$ cat src/rtl/rtc_pkg.sv
package rtc_pkg;
  localparam int SPR_ID_W = 10;
  localparam logic [SPR_ID_W-1:0] ID_SEC     = 10'd4;
  localparam logic [SPR_ID_W-1:0] ID_NS      = 10'd5;
  localparam logic [SPR_ID_W-1:0] ID_DEC_USR = 10'd6;
  localparam logic [SPR_ID_W-1:0] ID_DEC     = 10'd22;

  function automatic logic [31:0] band_mask(input int lo, input int hi);
    logic [31:0] m;
    for (int i = 0; i < 32; i++) m[i] = (i >= lo) && (i <= hi);
    return m;
  endfunction
endpackage

$ cat src/rtl/rtc_reset_sync.sv
module rtc_reset_sync #(
  parameter int STAGES = 2
) (
  input  logic clk,
  input  logic rst_n,
  output logic rst_sync_n
);
  logic [STAGES-1:0] sync_q;

  always_ff @(posedge clk or negedge rst_n) begin
    if (!rst_n) sync_q <= '0;
    else        sync_q <= {sync_q[STAGES-2:0], 1'b1};
  end

  assign rst_sync_n = sync_q[STAGES-1];
endmodule

$ cat src/rtl/rtc_wall_clock.sv
module rtc_wall_clock #(
  parameter int          W        = 32,
  parameter int unsigned STEP_NS  = 128,
  parameter int unsigned NS_WRAP  = 1000000000,
  parameter logic [W-1:0] NS_MASK = 32'h3FFF_FF80
) (
  input  logic         clk,
  input  logic         rst_n,
  input  logic         tick,
  input  logic         ns_we,
  input  logic         sec_we,
  input  logic [W-1:0] wdata,
  output logic [W-1:0] ns_q,
  output logic [W-1:0] sec_q
);
  localparam logic [W:0] STEP_X = (W+1)'(STEP_NS);
  localparam logic [W:0] WRAP_X = (W+1)'(NS_WRAP);

  logic [W:0]   ns_sum;
  logic         carry;
  logic [W-1:0] ns_d, sec_d;
  logic         ns_en, sec_en;

  always_comb begin
    ns_sum = {1'b0, ns_q} + STEP_X;
    carry  = tick && (ns_sum >= WRAP_X);
    ns_d   = ns_q;
    sec_d  = sec_q;
    if (ns_we)      ns_d = wdata & NS_MASK;
    else if (carry) ns_d = W'(ns_sum - WRAP_X);
    else if (tick)  ns_d = ns_sum[W-1:0];
    if (sec_we)                sec_d = wdata;
    else if (carry && !ns_we)  sec_d = sec_q + 1'b1;
    ns_en  = ns_we || tick;
    sec_en = sec_we || (carry && !ns_we);
  end

  always_ff @(posedge clk or negedge rst_n) begin
    if (!rst_n) begin
      ns_q  <= '0;
      sec_q <= '0;
    end else begin
      if (ns_en)  ns_q  <= ns_d;
      if (sec_en) sec_q <= sec_d;
    end
  end
endmodule

$ cat src/rtl/rtc_down_counter.sv
module rtc_down_counter #(
  parameter int W = 32
) (
  input  logic         clk,
  input  logic         rst_n,
  input  logic         tick,
  input  logic         we,
  input  logic [W-1:0] wdata,
  input  logic         ack,
  output logic [W-1:0] cnt_q,
  output logic         irq_q
);
  logic [W-1:0] cnt_d;
  logic         cnt_en, wrap, irq_d;

  always_comb begin
    wrap   = tick && !we && (cnt_q == '0);
    cnt_en = we || tick;
    cnt_d  = we ? wdata : cnt_q - 1'b1;
    if (wrap)     irq_d = 1'b1;
    else if (ack) irq_d = 1'b0;
    else          irq_d = irq_q;
  end

  always_ff @(posedge clk or negedge rst_n) begin
    if (!rst_n) begin
      cnt_q <= '0;
      irq_q <= 1'b0;
    end else begin
      if (cnt_en) cnt_q <= cnt_d;
      irq_q <= irq_d;
    end
  end
endmodule

$ cat src/rtl/rtc_reg_port.sv
module rtc_reg_port
  import rtc_pkg::*;
#(
  parameter int W = 32
) (
  input  logic                clk,
  input  logic                rst_n,
  input  logic [SPR_ID_W-1:0] spr_id,
  input  logic                spr_we,
  input  logic                priv,
  input  logic [W-1:0]        ns_q,
  input  logic [W-1:0]        sec_q,
  input  logic [W-1:0]        dec_q,
  output logic                ns_we,
  output logic                sec_we,
  output logic                dec_we,
  output logic [W-1:0]        rdata,
  output logic                wr_err
);
  logic guarded, err_d;

  always_comb begin
    guarded = (spr_id == ID_SEC) || (spr_id == ID_NS) || (spr_id == ID_DEC);
    ns_we   = spr_we && priv && (spr_id == ID_NS);
    sec_we  = spr_we && priv && (spr_id == ID_SEC);
    dec_we  = spr_we && priv && (spr_id == ID_DEC);
    err_d   = spr_we && !priv && guarded;
    unique case (spr_id)
      ID_SEC:     rdata = sec_q;
      ID_NS:      rdata = ns_q;
      ID_DEC:     rdata = priv ? dec_q : '0;
      ID_DEC_USR: rdata = dec_q;
      default:    rdata = '0;
    endcase
  end

  always_ff @(posedge clk or negedge rst_n) begin
    if (!rst_n) wr_err <= 1'b0;
    else        wr_err <= err_d;
  end
endmodule

$ cat src/rtl/rtc_dec_unit.sv
module rtc_dec_unit
  import rtc_pkg::*;
#(
  parameter int          W         = 32,
  parameter int unsigned STEP_NS   = 128,
  parameter int unsigned NS_WRAP   = 1000000000,
  parameter int          NS_LO_BIT = 7,
  parameter int          NS_HI_BIT = 29,
  parameter int          SYNC_LEN  = 2
) (
  input  logic                clk,
  input  logic                rst_n,
  input  logic                tick_en,
  input  logic                priv,
  input  logic [SPR_ID_W-1:0] spr_id,
  input  logic                spr_we,
  input  logic [W-1:0]        spr_wdata,
  output logic [W-1:0]        spr_rdata,
  input  logic                irq_ack,
  output logic                irq,
  output logic                wr_err
);
  localparam logic [W-1:0] NS_MASK = W'(band_mask(NS_LO_BIT, NS_HI_BIT));

  logic         rst_int_n;
  logic         ns_we, sec_we, dec_we;
  logic [W-1:0] ns_q, sec_q, dec_q;

  rtc_reset_sync #(.STAGES(SYNC_LEN)) u_rst (
    .clk(clk), .rst_n(rst_n), .rst_sync_n(rst_int_n)
  );

  rtc_wall_clock #(.W(W), .STEP_NS(STEP_NS), .NS_WRAP(NS_WRAP), .NS_MASK(NS_MASK)) u_clock (
    .clk(clk), .rst_n(rst_int_n), .tick(tick_en), .ns_we(ns_we), .sec_we(sec_we),
    .wdata(spr_wdata), .ns_q(ns_q), .sec_q(sec_q)
  );

  rtc_down_counter #(.W(W)) u_dec (
    .clk(clk), .rst_n(rst_int_n), .tick(tick_en), .we(dec_we), .wdata(spr_wdata),
    .ack(irq_ack), .cnt_q(dec_q), .irq_q(irq)
  );

  rtc_reg_port #(.W(W)) u_port (
    .clk(clk), .rst_n(rst_int_n), .spr_id(spr_id), .spr_we(spr_we), .priv(priv),
    .ns_q(ns_q), .sec_q(sec_q), .dec_q(dec_q), .ns_we(ns_we), .sec_we(sec_we),
    .dec_we(dec_we), .rdata(spr_rdata), .wr_err(wr_err)
  );
endmodule

$ cat config.mk
export PLATFORM = sky130hd
export DESIGN_NAME = rtc_dec_unit
export DESIGN_NICKNAME = d
export VERILOG_FILES = /design/src/rtl/rtc_pkg.sv /design/src/rtl/rtc_reset_sync.sv /design/src/rtl/rtc_wall_clock.sv /design/src/rtl/rtc_down_counter.sv /design/src/rtl/rtc_reg_port.sv /design/src/rtl/rtc_dec_unit.sv
export SDC_FILE = /design/constraint.sdc
export NUM_CORES = 1
export LEC_CHECK = 0
export BUFFER_PORTS_ARGS = -buffer_cell sky130_fd_sc_hd__buf_2
export CORE_UTILIZATION = 30
export DETAILED_ROUTE_END_ITERATION = 6
export PLACE_DENSITY = 0.43
export SYNTH_ARGS = -nofsm -noshare
export SYNTH_HDL_FRONTEND = slang
export SYNTH_HIERARCHICAL = 1
export SYNTH_SLANG_ARGS = --single-unit
$ cat constraint.sdc
create_clock -name clk -period 3.2 [get_ports clk]
set_input_delay 0.48 -clock clk [delete_from_list [all_inputs] [get_ports clk]]
set_output_delay 0.48 -clock clk [all_outputs]
set_load 0.01 [all_outputs]
# [Word level (Yosys, flattened, before mapping)]
# Cells that the tools add are included.
[classes] addsub=4 eq_ne=4 n_reduce_logical=24 mux=10 magnitude_cmp=1
[op_table] op="32-bit 2-to-1 mux" n=7
[op_table] op="32-bit case mux with 4 select lines" n=1
[op_table] op="32-bit by 8-bit adder with 33-bit output, second input constant" n=1
[op_table] op="33-bit by 30-bit >= comparator with 1-bit output, second input constant" n=1
[op_table] op="32-bit by 1-bit adder with 32-bit output, second input constant" n=1
[op_table] op="32-bit logical NOT" n=1
[op_table] op="32-bit by 1-bit subtractor with 32-bit output, second input constant" n=1
[op_table] op="32-bit by 30-bit subtractor with 32-bit output, second input constant" n=1
[op_table] op="10-bit by 3-bit equality test with 1-bit output, second input constant" n=3
[op_table] op="10-bit by 5-bit equality test with 1-bit output, second input constant" n=1
[op_table] op="1-bit logical AND" n=10
[op_table] op="1-bit logical OR" n=5
[op_table] op="2-bit AND reduction" n=2
[op_table] op="2-bit nonzero test" n=2
[op_table] op="1-bit logical NOT" n=3
[op_table] op="3-bit nonzero test" n=1
[op_table] op="1-bit 2-to-1 mux" n=2
[totals] regBits=100

# [Depth between registers and ports, before layout]
# Gate-level depths: netlist of run 1.
[depth] ltp_word=6 mapped_depth=15

# [Cells and area by module]
# Netlist of run 1, hierarchy kept.
[by_module_without_submodules] mod="rtc_wall_clock" area_each_um2=5118.7 cells_per_inst=676 instances=1 seq_area_each_um2=1426.4
[by_module_without_submodules] mod="rtc_down_counter" area_each_um2=1968.1 cells_per_inst=221 instances=1 seq_area_each_um2=825.8
[by_module_without_submodules] mod="rtc_reg_port" area_each_um2=999.7 cells_per_inst=129 instances=1 seq_area_each_um2=25.0
[by_module_without_submodules] mod="rtc_reset_sync" area_each_um2=53.8 cells_per_inst=3 instances=1 seq_area_each_um2=50.0

# [Worst setup path after synthesis of run 1]
# OpenSTA, ideal clock, no wires.
[synth_timing] path_type="reg2reg" from="register u_clock.ns_q[8]" to="register u_clock.sec_q[27]" path_stages_with_launch=16 slack_ns=-0.216 setup_time_ns=0.083 n_path_buf=5 arrival_ns=3.334 period_less_slack_ns=3.416 required_ns=3.117 path_cell_list="dfrtp_1 -> ha_1 -> buf_2 -> buf_1 -> xnor2_1 -> ha_1 -> o22a_1 -> or4_1 -> and3_1 -> buf_2 -> nor2_2 -> buf_2 -> buf_2 -> o2111ai_1 -> xor2_1 -> o21ai_0"
[synth_via] elab_chain_len=6 elab_cells_between_ends=7 cone_classes="add/sub (1); order compare (1); reduce/logical (5)"
[synth_rtl] item="start: declaration" line="rtc_wall_clock.sv:13" text="output logic [W-1:0] ns_q,"
[synth_rtl] item="start signal: assignment" line="rtc_wall_clock.sv:43" text="if (ns_en) ns_q <= ns_d;"
[synth_rtl] item="32-bit by 8-bit adder with 33-bit output *" line="rtc_wall_clock.sv:25" text="ns_sum = {1'b0, ns_q} + STEP_X;"
[synth_rtl] item="33-bit by 30-bit >= comparator with 1-bit output *" line="rtc_wall_clock.sv:26" text="carry = tick && (ns_sum >= WRAP_X);"
[synth_rtl] item="1-bit logical AND *" line="rtc_wall_clock.sv:26"
[synth_rtl] item="1-bit logical AND *" line="rtc_wall_clock.sv:33, rtc_wall_clock.sv:35"
[synth_rtl] item="2-bit nonzero test (no source line) or 1-bit logical OR (tied branches)"
[synth_rtl] item="2-bit AND reduction (no source line) *"
[synth_rtl] item="end signal: assignment" line="rtc_wall_clock.sv:41" text="sec_q <= '0;"
[synth_rtl] item="end signal: assignment" line="rtc_wall_clock.sv:44" text="if (sec_en) sec_q <= sec_d;"
[synth_rtl] item="end: declaration" line="rtc_wall_clock.sv:14" text="output logic [W-1:0] sec_q"
# Mark *: on every way between the ends. The rest lies on a longest branch, timed or not.
# A chain may end at the register's enable or synchronous reset.

# [Worst setup path in the final report of run 1]
[layout_timing] from="register u_clock.ns_q[23]" to="register u_clock.ns_q[28]"
[layout_via] elab_chain_len=5 elab_cells_between_ends=9 cone_classes="add/sub (2); order compare (1); mux (3); reduce/logical (3)"
[layout_rtl] item="32-bit by 8-bit adder with 33-bit output *" line="rtc_wall_clock.sv:25"
[layout_rtl] item="33-bit by 30-bit >= comparator with 1-bit output" line="rtc_wall_clock.sv:26"
[layout_rtl] item="1-bit logical AND" line="rtc_wall_clock.sv:26"
[layout_rtl] item="3-bit nonzero test (no source line) or 32-bit 2-to-1 mux (tied branches)"
[layout_rtl] item="2-bit AND reduction (no source line) or 32-bit 2-to-1 mux (tied branches)"
# Mark *: on every way between the ends. The rest lies on a longest branch, timed or not. The select of a mux whose other input is x is not followed.

==> run summary, run 1 <==
Status: finished, violations left
Violated checks: negative setup slack
Die span in y: 167 um
Final Max Slew Viols: 0
GRT busiest layer: met2
Initial antenna violation count: 0
Clock power frac: 0.140
WL final: 34,200 um
Total core area: 26,400 um2
Met1 track demand over resource: 0.336
Sequential share of power: 0.247
Final instance area: 10,700 um2
Layout cells sized above 1: 0.318
Post-synth EDFFs: 0
GP Congestion: 0.890
Max cap viols: 0
Yosys reg bits: 93
CP startpoint kind: flop
Gr usage total: 0.242
Clock buffer depth: 2
Ys flop type: dfrtp_1
# diodes: 0
Pwr Total: 8.26 mW
Vias per inst: 5.80
Critical Path Fanout Max: 12
Worst-Skew Late Latency: 360 ps
RSZ-0062 raised after global routing: yes
Final setup fails: 7
Post-layout worst setup margin: -39.0 ps
Post-synthesis sequential area ratio: 0.286
Clk root buf: clkbuf_16
Antenna-violating nets left: 0
Die width: 167 um
Global route overflow: 0
Mean post-synth cell area: 7.91 um2
Switching power share of the total: 0.459
Critical path data arrival time: 3480 ps
Synthesis-to-layout area growth: 31.0%
IO Pins: 82
Minimum clock period: 3240 ps
Clock Skew: 13.7 ps
DP HPWL: 25,700 um
Lkg Pwr: 4.19 nW
Worst IR Drop VDD: 276 uV
NumNets Final: 1,259
DP Cell Count: 1,518
Gate power share: 0.613
Grt met2 use: 0.402
Syn. warnings: 6
Fin crit share: 1.01
Hold Fails Final Rpt: 0
Share of the synthesized area in the top cell type: 0.286
Vias in the first global route: 8,449
Largest net degree at the start of global routing: 45
DRC: 0
Total number of vias: 8,961
IO Port Bufs: 81
FFs w/ async S/R, synth: 1.00
WL per Instance: 22.1 um
Pwr per Cell Area: 775 nW/um2
Cells after Synth: 1,029
Initial Util: 0.309
Die area: 27,800 um2
Req. time, crit path: 3440 ps
Worst-path clk slew: 80 ps
Pint: 4.47 mW
Worst-Margin Slew: 993 ps
Synth Cell Area: 8140 um2
TritonCTS clock tree: done
Floorplan row count: 59
First-pass GRT wire length: 51,800 um
Htree depth: 3
Slew headroom: 0.337
Placed Instance Area: 9760 um2
M3 GR Usage: 0.0238
P_sw: 3.80 mW
Post-synth top area cell: dfrtp_1
TritonRoute pass-1 iters: 5
Initial DRC Count: 746
Num CTS Buffers: 9
Critical path type: flop to flop
Non-filler cells, final: 1,546
CP Capture Type: flop
FMAX: 309 MHz
Filler instances: 2,726
Clk sinks: 93
Synth area leaders: dfrtp_1, nor2_1, nand2_1
Distinct cell type count after synthesis: 81
HP Class: input pin to flop
[sequential cells by signal, indices dropped and copies added (netlist names)]
signal,cells
u_clock/sec_q,32
u_port/wr_err,1
u_dec/cnt_q,32
u_clock/ns_q,25
u_dec/irq_q,1
u_rst/sync_q,2
[layout make-up]
type | count | area [um2] | share of cell area
clock inverter | 6 | 68.8 | 0.00646
sequential | 93 | 2330 | 0.219
tap | 335 | 419 | 0.0393
multi-input combinational | 830 | 5740 | 0.538
timing repair buffer | 251 | 1790 | 0.168
clock buffer | 9 | 225 | 0.0211
inverter | 22 | 82.6 | 0.00775
[path summary, 6_finish.rpt]
kind | slack (ps) | startpoint | end | cells after the start
setup / recovery | -40 | u_clock/ns_q[23]$_DFFE_PN0P_ | u_clock/ns_q[28]$_DFFE_PN0P_ | 11
hold / removal | 340 | spr_wdata[0] | u_dec/cnt_q[0]$_DFFE_PN0P_ | 3
setup reg to reg | -40 | u_clock/ns_q[23]$_DFFE_PN0P_ | u_clock/ns_q[28]$_DFFE_PN0P_ | 11
hold reg to reg | 350 | u_rst/sync_q[1]$_DFF_PN0_ | u_dec/cnt_q[7]$_DFFE_PN0P_ | 0
max in group asynchronous | 2100 | u_rst/sync_q[1]$_DFF_PN0_ | u_clock/ns_q[11]$_DFFE_PN0P_ | 1
min in group asynchronous | 350 | u_rst/sync_q[1]$_DFF_PN0_ | u_dec/cnt_q[7]$_DFFE_PN0P_ | 0
[cell families (layout without fill, tap and decap cells)]
| logic type | count (synthesis) | after routing | share of synthesized area |
|---|---|---|---|
| compound gates | 276 | 277 | 0.238 |
| buf+inv | 113 | 288 | 0.0686 |
| simple gates | 448 | 448 | 0.289 |
| xor+xnor | 54 | 54 | 0.0581 |
| flops | 93 | 93 | 0.286 |
| mux | 39 | 39 | 0.0533 |
| other cells | 2 | 8 | 0.000923 |
| fa+ha+maj | 4 | 4 | 0.00615 |
[layer usage]
layer / routed length [um] / vias up / part of all wire
met5: 0 / - / 0
met1: 16100 / 4447 / 0.47
met4: 592 / 0 / 0.017
li1: - / 4233 / -
met2: 16200 / 250 / 0.48
met3: 1270 / 31 / 0.037
[cell usage in the layout (no fill, tap or decap), types with 32 or more instances in the layout]
master   instances
dfrtp_1         90
mux2_2          35
nor2_1         107
nand4_1         32
nand2_1        106
o21ai_0         38
buf_4          151
nand3_1         40
buf_2           81
a32oi_1         33
[power by group through the flow]
stage / clock network (mW) / logic, mW / registers, mW
after floorplan: 0 / 2.57 / 1.91
after global placement: 0 / 4.43 / 2.04
after detailed placement: 0 / 4.41 / 2.04
after CTS: 1.18 / 4.67 / 2.03
after global routing: 1.22 / 5.46 / 2.10
final: 1.16 / 5.06 / 2.04
[timing repair]
action	CTS	global route
pin swaps	5	27
endpoints found under the hold margin	2	0
hold buffers	1	0
cloned	0	1
gates resized for setup	24	93
setup buffers	10	2
endpoints found under the setup margin	45	51
[cells in the mapped netlist (all sizes together), types with 27 or more instances]
cell / count
a21oi: 27
a32oi: 34
buf: 47
clkbuf: 44
dfrtp: 93
mux2: 35
nand2: 107
nand3: 43
nand4: 33
nor2: 112
o21ai: 67
xor2: 28
[metrics by stage]
stage	hold WS [ps]	utilization	TNS, ps	setup slack [ps]
6_report	341	0.405	-163	-39.0
5_1_grt	349	0.405	-4550	-191
4_1_cts	337	0.389	-99.9	-27.8
3_5_place_dp	270	0.370	-3530	-229
3_3_place_gp	268	0.370	-1870	-201
2_1_floorplan	184	-	-10.4	-10.4
[critical path: stages (launching register included)]
cell,delay [ps]
dfrtp_1,390
nand3_2,80
or4_4,560
or4_4,490
a32oi_2,220
nand4_1,150
buf_4,170
o21ai_4,180
buf_12,170
o211ai_1,120
and4_1,210
or3_1,360
Note: power is estimated with default switching activity, not from simulation.
==> run 2, diff against run 1 <==
--- a/config.mk
+++ b/config.mk
@@ -9,6 +9,7 @@
 export CORE_UTILIZATION = 30
 export DETAILED_ROUTE_END_ITERATION = 6
 export PLACE_DENSITY = 0.43
+export SKIP_LAST_GASP = 1
 export SYNTH_ARGS = -nofsm -noshare
 export SYNTH_HDL_FRONTEND = slang
 export SYNTH_HIERARCHICAL = 1
==> run summary, run 2 (same netlist as run 1, synthesis figures left out) <==
CP startpoint kind: flop
Clock Skew: 12.1 ps
Delay-heaviest family, CP: simple AND/OR/NAND/NOR gates
Clk root buf: clkbuf_16
Total core area: 26,400 um2
Biggest regs: u_clock/sec_q: 32 flops, u_dec/cnt_q: 32 flops, u_clock/ns_q: 25 flops
Slew headroom: 0.328
Die area: 27,800 um2
TritonRoute pass-1 iters: 5
Worst-Margin Slew: 1010 ps
Worst-path clk slew: 80 ps
Violated checks: negative setup slack
Post-layout worst setup margin: -43.5 ps
Fin crit share: 1.01
Htree depth: 3
Synthesis-to-layout area growth: 31.2%
Vias in the first global route: 8,454
Clock buffer depth: 2
Critical Path Fanout Max: 12
FMAX: 308 MHz
Non-filler cells, final: 1,547
CP Capture Type: flop
WL final: 34,200 um
Die span in y: 167 um
Die width: 167 um
Vias per inst: 5.78
Pwr Total: 8.25 mW
Commonest cells after routing, fill and taps aside: buf_4, nor2_1, nand2_1
Dpl ws: -229 ps
IO Pins: 82
CP most frequent cell: or4_4
Global route overflow: 0
RSZ-0062 raised after global routing: yes
Hold Fails Final Rpt: 0
# diodes: 0
WL per Instance: 22.1 um
Floorplan row count: 59
Gr usage total: 0.242
NumNets Final: 1,260
Clk sinks: 93
Worst IR Drop VDD: 275 uV
Final core utilization: 0.405
Pwr per Cell Area: 772 nW/um2
Buf+Inv Stages, Crit Path: 2
Critical path type: flop to flop
DRC: 0
HP Class: input pin to flop
DP HPWL: 25,700 um
Lkg Pwr: 4.20 nW
Slowest stage delay, CP: 560 ps
First-pass GRT wire length: 51,800 um
Total number of vias: 8,942
TritonCTS clock tree: done
Final Max Slew Viols: 0
Layout cells sized above 1: 0.318
IO Port Bufs: 81
Final instance area: 10,700 um2
Worst path cell trace: nand3_2 -> or4_4 -> or4_4 -> a32oi_2 -> nand4_1 -> buf_4 -> o21ai_4 -> buf_12 -> o211ai_1 -> and4_1 -> or3_1
Critical path data arrival time: 3490 ps
Status: finished, violations left
Commonest non-fill, non-tap cell in the layout: buf_4
Worst-Skew Late Latency: 360 ps
Initial DRC Count: 753
Initial antenna violation count: 0
Req. time, crit path: 3440 ps
Final setup fails: 6
Placed Instance Area: 9760 um2
Largest net degree at the start of global routing: 45
Max cap viols: 0
GP Congestion: 0.890
Initial Util: 0.309
CP max stage cell: or4_4
Num CTS Buffers: 9
Antenna-violating nets left: 0
DP Cell Count: 1,518
Minimum clock period: 3240 ps
run 2: changes by cell type in the layout (fill, tap and decap cells not counted), sizes merged:
cell	change
clkbuf	+1
run 2: stage by stage:
stage / hold WS, ps / TNS [ps]
floorplan: 184 / -10.4
global route: 349 / -4760
finish: 346 / -124
CTS: 337 / -268
detailed placement: 270 / -3530
global placement: 268 / -1870
run 2: timing repair:
item | CTS | global route
hold buffers | 1 | 0
hold endpoints to repair | 2 | 0
setup endpoints to repair | 45 | 53
buffers inserted | 10 | 1
pin swaps | 4 | 34
cloned | 0 | 2
gates resized for setup | 20 | 89
run 2: path summary, 6_finish.rpt:
path / startpoint / to / slack [ps] / cells after the start
max: u_clock/ns_q[23]$_DFFE_PN0P_ / u_clock/ns_q[28]$_DFFE_PN0P_ / -40 / 11
min: spr_wdata[2] / u_dec/cnt_q[2]$_DFFE_PN0P_ / 350 / 3
max reg2reg: u_clock/ns_q[23]$_DFFE_PN0P_ / u_clock/ns_q[28]$_DFFE_PN0P_ / -40 / 11
min reg2reg: u_rst/sync_q[0]$_DFF_PN0_ / u_rst/sync_q[1]$_DFF_PN0_ / 350 / 0
max in group asynchronous: u_rst/sync_q[1]$_DFF_PN0_ / u_clock/ns_q[31]$_DFFE_PN0P_ / 2110 / 1
min in group asynchronous: u_rst/sync_q[1]$_DFF_PN0_ / u_dec/cnt_q[7]$_DFFE_PN0P_ / 360 / 0
run 2: power by group:
group / leakage (nW) / switching, mW / internal, mW
clock: 0.143 / 0.544 / 0.611
combinational: 2.88 / 2.73 / 2.32
sequential: 1.18 / 0.509 / 1.53
run 2: worst register-to-register path, stage by stage (launching register included):
cell,delay (ps)
dfrtp_1,390
nand3_2,80
or4_4,560
or4_4,490
a32oi_2,220
nand4_1,150
buf_4,170
o21ai_4,190
buf_12,180
o211ai_1,120
and4_1,210
or3_1,360
run 2: metal layers:
metal,part of all wire,up-vias,track usage
met1,0.47,4385,0.336
li1,-,4223,-
met4,0.017,0,0.0608
met5,0,-,0
met2,0.48,300,0.400
met3,0.039,34,0.0238
run 2: area by class of cell:
type | count | area [um2]
flip-flops and latches | 93 | 2330
well taps | 335 | 419
clock buffers | 9 | 225
repair buffers | 252 | 1810
multi-input cells | 830 | 5740
fillers | 2727 | 15700
inverters | 22 | 82.6
clock inverters | 6 | 68.8
